<file path="config.mk">
export PLATFORM = sky130hd
export DESIGN_NAME = raid5_stripe_mapper
export DESIGN_NICKNAME = d
export VERILOG_FILES = /design/src/rtl/raid5_map_pkg.sv /design/src/rtl/stripe_split.sv /design/src/rtl/parity_rotor.sv /design/src/rtl/column_place.sv /design/src/rtl/raid5_stripe_mapper.sv
export SDC_FILE = /design/constraint.sdc
export NUM_CORES = 1
export LEC_CHECK = 0
export BUFFER_PORTS_ARGS = -buffer_cell sky130_fd_sc_hd__buf_2
export CORE_MARGIN = 5
export CORE_UTILIZATION = 40
export DETAILED_ROUTE_END_ITERATION = 7
export PLACE_DENSITY = 0.66
export SLEW_MARGIN = 30
export SYNTH_ARGS = -nofsm -noshare
export SYNTH_HDL_FRONTEND = slang
export SYNTH_HIERARCHICAL = 1
export SYNTH_SLANG_ARGS = --single-unit
</file>
<file path="constraint.sdc">
create_clock -name clk -period 1.3 [get_ports clk]
set_input_delay 0.39 -clock clk [delete_from_list [all_inputs] [get_ports clk]]
set_output_delay 0.39 -clock clk [all_outputs]
set_load 0.005 [all_outputs]
</file>
<file path="src/rtl/raid5_map_pkg.sv">
package raid5_map_pkg;
    localparam int unsigned MIN_DISKS = 3;

    function automatic int unsigned disk_bits(input int unsigned n);
        return (n <= 2) ? 1 : $clog2(n);
    endfunction
endpackage

</file>
<file path="src/rtl/stripe_split.sv">
module stripe_split #(
    parameter int unsigned DISKS  = 5,
    parameter int unsigned ADDR_W = 16,
    localparam int unsigned DISK_W = raid5_map_pkg::disk_bits(DISKS)
) (
    input  logic [ADDR_W-1:0] lbn,
    output logic [ADDR_W-1:0] stripe,
    output logic [DISK_W-1:0] offset
);
    localparam logic [ADDR_W-1:0] DATA_COLS = ADDR_W'(DISKS - 1);

    always_comb begin
        stripe = lbn / DATA_COLS;
        offset = DISK_W'(lbn % DATA_COLS);
    end
endmodule

</file>
<file path="src/rtl/parity_rotor.sv">
module parity_rotor #(
    parameter int unsigned DISKS  = 5,
    parameter int unsigned ADDR_W = 16,
    localparam int unsigned DISK_W = raid5_map_pkg::disk_bits(DISKS)
) (
    input  logic [ADDR_W-1:0] stripe,
    output logic [DISK_W-1:0] parity
);
    localparam logic [ADDR_W-1:0] NDISK = ADDR_W'(DISKS);
    localparam logic [ADDR_W-1:0] TOP   = ADDR_W'(DISKS - 1);

    logic [ADDR_W-1:0] phase;

    always_comb begin
        phase  = stripe % NDISK;
        parity = DISK_W'(TOP - phase);
    end
endmodule

</file>
<file path="src/rtl/column_place.sv">
module column_place #(
    parameter int unsigned DISKS = 5,
    localparam int unsigned DISK_W = raid5_map_pkg::disk_bits(DISKS)
) (
    input  logic [DISK_W-1:0] offset,
    input  logic [DISK_W-1:0] parity,
    output logic [DISK_W-1:0] disk
);
    always_comb begin
        if (offset < parity) disk = offset;
        else                 disk = offset + DISK_W'(1);
    end
endmodule

</file>
<file path="src/rtl/raid5_stripe_mapper.sv">
module raid5_stripe_mapper #(
    parameter int unsigned DISKS  = 5,
    parameter int unsigned ADDR_W = 16,
    localparam int unsigned DISK_W = raid5_map_pkg::disk_bits(DISKS)
) (
    input  logic              clk,
    input  logic              rst_n,
    input  logic              req_valid,
    input  logic [ADDR_W-1:0] req_lbn,
    output logic              map_valid,
    output logic [ADDR_W-1:0] map_stripe,
    output logic [DISK_W-1:0] map_disk,
    output logic [DISK_W-1:0] map_parity,
    input  logic              qry_valid,
    input  logic [ADDR_W-1:0] qry_stripe,
    output logic              qry_ack,
    output logic [DISK_W-1:0] qry_parity
);
    typedef struct packed {
        logic              vld;
        logic [ADDR_W-1:0] stripe;
        logic [DISK_W-1:0] disk;
        logic [DISK_W-1:0] parity;
        logic              qack;
        logic [DISK_W-1:0] qpar;
    } map_state_t;

    map_state_t st_d, st_q;

    logic [ADDR_W-1:0] split_stripe;
    logic [DISK_W-1:0] split_offset;
    logic [DISK_W-1:0] req_parity;
    logic [DISK_W-1:0] req_disk;
    logic [DISK_W-1:0] q_parity;

    initial assert (DISKS >= raid5_map_pkg::MIN_DISKS);

    stripe_split #(.DISKS(DISKS), .ADDR_W(ADDR_W)) u_split (
        .lbn    (req_lbn),
        .stripe (split_stripe),
        .offset (split_offset)
    );

    parity_rotor #(.DISKS(DISKS), .ADDR_W(ADDR_W)) u_rot_req (
        .stripe (split_stripe),
        .parity (req_parity)
    );

    parity_rotor #(.DISKS(DISKS), .ADDR_W(ADDR_W)) u_rot_qry (
        .stripe (qry_stripe),
        .parity (q_parity)
    );

    column_place #(.DISKS(DISKS)) u_place (
        .offset (split_offset),
        .parity (req_parity),
        .disk   (req_disk)
    );

    always_comb begin
        st_d      = st_q;
        st_d.vld  = req_valid;
        st_d.qack = qry_valid;
        if (req_valid) begin
            st_d.stripe = split_stripe;
            st_d.disk   = req_disk;
            st_d.parity = req_parity;
        end
        if (qry_valid) begin
            st_d.qpar = q_parity;
        end
    end

    always_ff @(posedge clk or negedge rst_n) begin
        if (!rst_n) st_q <= '0;
        else        st_q <= st_d;
    end

    assign map_valid  = st_q.vld;
    assign map_stripe = st_q.stripe;
    assign map_disk   = st_q.disk;
    assign map_parity = st_q.parity;
    assign qry_ack    = st_q.qack;
    assign qry_parity = st_q.qpar;

    AST_VALID_FOLLOWS: assert property (@(posedge clk) disable iff (!rst_n)
        req_valid |=> map_valid);
    AST_VALID_DROPS: assert property (@(posedge clk) disable iff (!rst_n)
        !req_valid |=> !map_valid);
    AST_PARITY_RANGE: assert property (@(posedge clk) disable iff (!rst_n)
        map_valid |-> (map_parity < DISK_W'(DISKS)));
    AST_DISJOINT_COLS: assert property (@(posedge clk) disable iff (!rst_n)
        map_valid |-> (map_disk != map_parity && map_disk < DISK_W'(DISKS)));
    AST_QRY_ACK: assert property (@(posedge clk) disable iff (!rst_n)
        qry_valid |=> qry_ack);
    AST_IDLE_HOLD: assert property (@(posedge clk) disable iff (!rst_n)
        !req_valid |=> ($stable(map_stripe) && $stable(map_disk) && $stable(map_parity)));
endmodule

</file>
After elaboration in Yosys (flattened, before gate mapping)
Cells that the tools add are included.

storage, ports and cells
  flip-flop bits (word level) = 25
  bits of input ports = 36
  word-level logic and storage cells = 13

operators by class
  $add $sub $neg = 3
  divide/modulo/power cells = 2
  magnitude comparators = 1
  muxes and demuxes = 1

operators by type and width
  kind                     number
  $mod A14 B3 Y16 const B  1
  $mod A16 B3 Y16 const B  1
  $sub A3 B3 Y3 const A    2
  $add A2 B1 Y3 const B    1
  $lt A2 B3 Y1             1
  $mux W3                  1

Depth between registers and ports, before layout
  word-level depth = 4
  mapped depth = 38
  depth with buffers taken out = 34

Modules after synthesis
Netlist, hierarchy kept.

modules (own cells, without submodules)
  module               times used  cells an instance  area an instance (µm²)
  parity_rotor         2           317                2215.9
  raid5_stripe_mapper  1           54                 979.7
  stripe_split         1           20                 146.4
  column_place         1           19                 132.6

Worst setup path after synthesis
OpenSTA, ideal clock, no wires.

  kind = in2reg
  start point = input port req_lbn[14]
  end point = register st_q, in the netlist map_disk[1]
  setup time = 0.125 ns
  arrival = 7.804 ns
  setup slack = -6.629 ns
  stages = 37
  path buffers = 3
  cell sequence = buf_4 > buf_6 > or4b_1 > a21o_1 > nand4_2 > o311ai_1 > o211a_1 > o21a_1 > or4_4 > a2bb2oi_1 > and2_1 > buf_2 > o221a_2 > a2111oi_0 > a31oi_1 > o21a_1 > ha_1 > and2_1 > o41ai_1 > a221o_1 > nand4_1 > o21ai_0 > o21ai_0 > ha_1 > nor2b_1 > nor2_1 > a41oi_1 > a31oi_1 > mux2_2 > ha_1 > xor2_1 > inv_1 > ha_1 > a21oi_1 > o21a_1 > mux2_4 > mux2_2

between the ends
  word-level cells in the longest chain between the ends = 4

RTL lines
  what                     RTL line                   source
  start, declared          raid5_stripe_mapper.sv:9   input logic [ADDR_W-1:0] req_lbn,
  $mod A14 B3 Y16          parity_rotor.sv:15         phase = stripe % NDISK;
  $sub A3 B3 Y3            parity_rotor.sv:16         parity = DISK_W'(TOP - phase);
  named net req_parity[2]  raid5_stripe_mapper.sv:32  logic [DISK_W-1:0] req_parity;
  $lt A2 B3 Y1             column_place.sv:10         if (offset < parity) disk = offset;
  $mux W3                  column_place.sv:10
  named net req_disk[1]    raid5_stripe_mapper.sv:33  logic [DISK_W-1:0] req_disk;
  end signal, assigned     raid5_stripe_mapper.sv:76  else st_q <= st_d;
  end, declared            raid5_stripe_mapper.sv:28  map_state_t st_d, st_q;

The timed path passes the listed nets, and every way through them passes these cells.
A chain may end at the register's enable or synchronous reset.

Worst setup path after layout
  start point = input port req_lbn[13]
  end point = register st_q, in the netlist map_disk[1]

The elaborated chain is that of the path after synthesis.

==> results.toml <==
[outcome]
status = "complete, but fails checks"
violations = "setup timing"

[clock_network]
tritoncts = "done"
cts-hold-fix-buffers = 0
cts_root_buffer = "clkbuf_16"
cts_htree_levels = 1
cts_sinks = 27
insertion_delay_ns = 0.28
clk_path_buf_depth = 2
tritoncts.num_buffers = 3
cts.clk_slew.worst_paths_ns = 0.09

[critical_path]
cp_data_required_time_ns = 1.47
r2r-start = "map_stripe[11]$_DFFE_PN0P_"
crit_start = "req_lbn[13]"
cp_data_arrival_time_ns = 7.94
cpPeakStageDelay_ns = 0.45
crit_fanout = 8
worst_setup_path_start_kind = "primary input"
cp-end-kind = "flip-flop"
cpMostUsedCell = "buf_4"
rrSetupSlack_ns = 0.49
cp_slowest_cell = "or4_4"
crit_type = "primary input to flip-flop"

[synthesis]
synth_edf_count = 0
syn_avg_cell_area_um2 = 7.83
synthArstFlopShare = 1.00
yosysSeqAreaShare = 0.119
ys_types = 92
yosysTopAreaCell = "dfrtp_1"
synth_top_area_frac = 0.119
syn_area_mm2 = 0.00569
synth-seq-cells = 27
synth_area_leaders = "dfrtp_1, mux2_2, nor2_1, buf_4, o21ai_0"
synth_ff_type = "dfrtp_1"
syn_inst = 727
synth_warnings = 6

[global_route]
grt_use_total = 0.250
grt_max_degree = 28
antenna_found_initial = 0
grt_pass1_vias = 7532
grt_pass1_wl_mm = 35.6
overflow = 0

[placement]
gp_congestion = 0.928
port_buffers = 62
pre_cts_ws_ns = -6.65
hpwl_mm = 15.2

[cells_and_area]
nNetsFinal = 1106
final_util = 0.714
layout-drive-gt1-share = 0.620
num-fill-cells = 878
antenna_cells = 0
area_growth_pct = 74.8

[pwr]
clkPwrFrac = 0.065
ir_drop_mv = 0.975
p_switching_w = 0.00544
seq_power_share = 0.094
combPwrFrac = 0.841
p_leak_nw = 4.17
p_per_area_mw_per_mm2 = 1250
switching_share = 0.436
cell_internal_pwr_w = 0.00704

[timing]
slew_headroom = 0.593
fin_skew_ns = 0
drv_slew = 0
timing.fmax_mhz = 129
finalSetupViolCount = 9
post-route-min-period_ns = 7.77
finalWorstSetupSlack_ns = -6.47
tightest_slew_ns = 0.604
hold_violations = 0
fin_crit_sh = 5.97
rsz0062_at_grt = "yes"

[die]
die_h_um = 129
fp.coreArea_mm2 = 0.0139
io-pin-count = 63
die_w_um = 129
rows = 43
initial_core_util = 0.408
die_area_mm2 = 0.0167

[routing]
drt_wl_total_mm = 25.0
drc_errors = 0
firstDrtPassIters = 7
routedWlPerCell_um = 20.3
drtIter0Drc = 978
vias_per_cell = 6.50
vias = 8033
antenna_left = 0

[flow_run]
maxCapViolCount = 0

[hold_path]
holdCritPathClass = "primary input to async pin"
## synth_stat cells, drive strengths merged, types with 10 or more instances
library cell and n:
inv 28, nor3 26, nand4 26, o211ai 10
dfrtp 27, and2 12, nor2 62, nand3 40
ha 13, a2bb2oi 12, a21oi 27, o21ai 43
o21a 11, nand2 35, clkbuf 18, buf 43
nor4 18, a31oi 28, mux2 28
## state kept, by name, indices dropped and copies added, names as in the netlist
| signal | cells |
|---|---|
| qry_ack | 1 |
| map_stripe | 16 |
| map_disk | 3 |
| map_valid | 1 |
| qry_parity | 3 |
| map_parity | 3 |
## critical path, delay by kind of cell
family	cells	cell delay [ns]
AND/OR/NAND/NOR	11	2.21
multiplexers	2	0.55
XOR/XNOR	1	0.21
buffers and inverters	6	0.96
AO/OA/AOI/OAI	15	3.04
adder cells (fa/ha/maj)	3	0.57
## area by class of cell
cell class / instances / area [um2] / share of cell area
inverters: 30 / 113 / 0.0113
repair buffers: 384 / 2920 / 0.294
multi-input cells: 611 / 5930 / 0.596
well taps: 180 / 225 / 0.0226
flip-flops and latches: 27 / 676 / 0.0679
clock buffers: 3 / 75.1 / 0.00755
clock inverters: 1 / 7.51 / 0.000755
## per-stage QoR
stage | power [W] | hold WS [ns] | setup TNS, ns | area [um2] | instances
finish | 0.0125 | 0.111 | -51.56 | 9950 | 1236
global route | 0.0132 | 0.134 | -53.12 | 9950 | 1236
CTS | 0.0108 | 0.129 | -47.64 | 9070 | 1207
detailed placement | 0.00884 | 0.427 | -52.86 | 7960 | 1159
global placement | 0.00866 | 0.419 | -51.36 | 7960 | 1159
floorplan | 0.00597 | 0.0944 | -49.13 | 5980 | 729
## logic make-up after synthesis
| kind of cell | Yosys count | synth area share |
|---|---|---|
| and+or+nand+nor | 293 | 0.307 |
| AOI/OAI and AO/OA | 255 | 0.366 |
| buffers and inverters | 91 | 0.0923 |
| muxes | 34 | 0.0666 |
| DFF | 27 | 0.119 |
| adders and majority gates | 13 | 0.0286 |
| xor gates and xnor gates | 13 | 0.0200 |
| other | 1 | 0.000659 |
## final timing paths
path | endpoint | cells after the start
max reg2reg | map_stripe[11]$_DFFE_PN0P_ | 1
max | map_disk[1]$_DFFE_PN0P_ | 38
min in group clk | qry_ack$_DFF_PN0_ | 1
min | map_valid$_DFF_PN0_ | 2
min reg2reg | map_stripe[6]$_DFFE_PN0P_ | 1
max in group asynchronous | map_stripe[9]$_DFFE_PN0P_ | 2
## what timing repair did
item	in CTS	in global routing
cloned	0	1
setup endpoints to repair	9	9
buffers inserted	46	29
resized for setup	131	128
pin swaps	79	64
## layer usage
metal | GRT usage | wire (um)
met1 | 0.308 | 9480
met5 | 0 | 0
met4 | 0.0871 | 1330
met3 | 0.0243 | 1840
met2 | 0.455 | 12400
## power groups by stage
stage	Combinational [W]	Clock [W]	Sequential, W
floorplan	0.00479	0	0.00118
CTS	0.00882	0.000791	0.00116
global placement	0.00750	0	0.00116
global route	0.0112	0.000853	0.00119
detailed placement	0.00767	0	0.00117
finish	0.0105	0.000815	0.00117
## placed cells by master (no fill, tap or decap), types with 19 or more instances in the layout
cell	instances
buf_2	52
o21ai_0	19
nor2_1	52
nand3_1	33
dfrtp_1	27
buf_4	306
inv_1	25
nand4_1	24
nand2_1	32
Note: power is estimated with default switching activity, not from simulation.
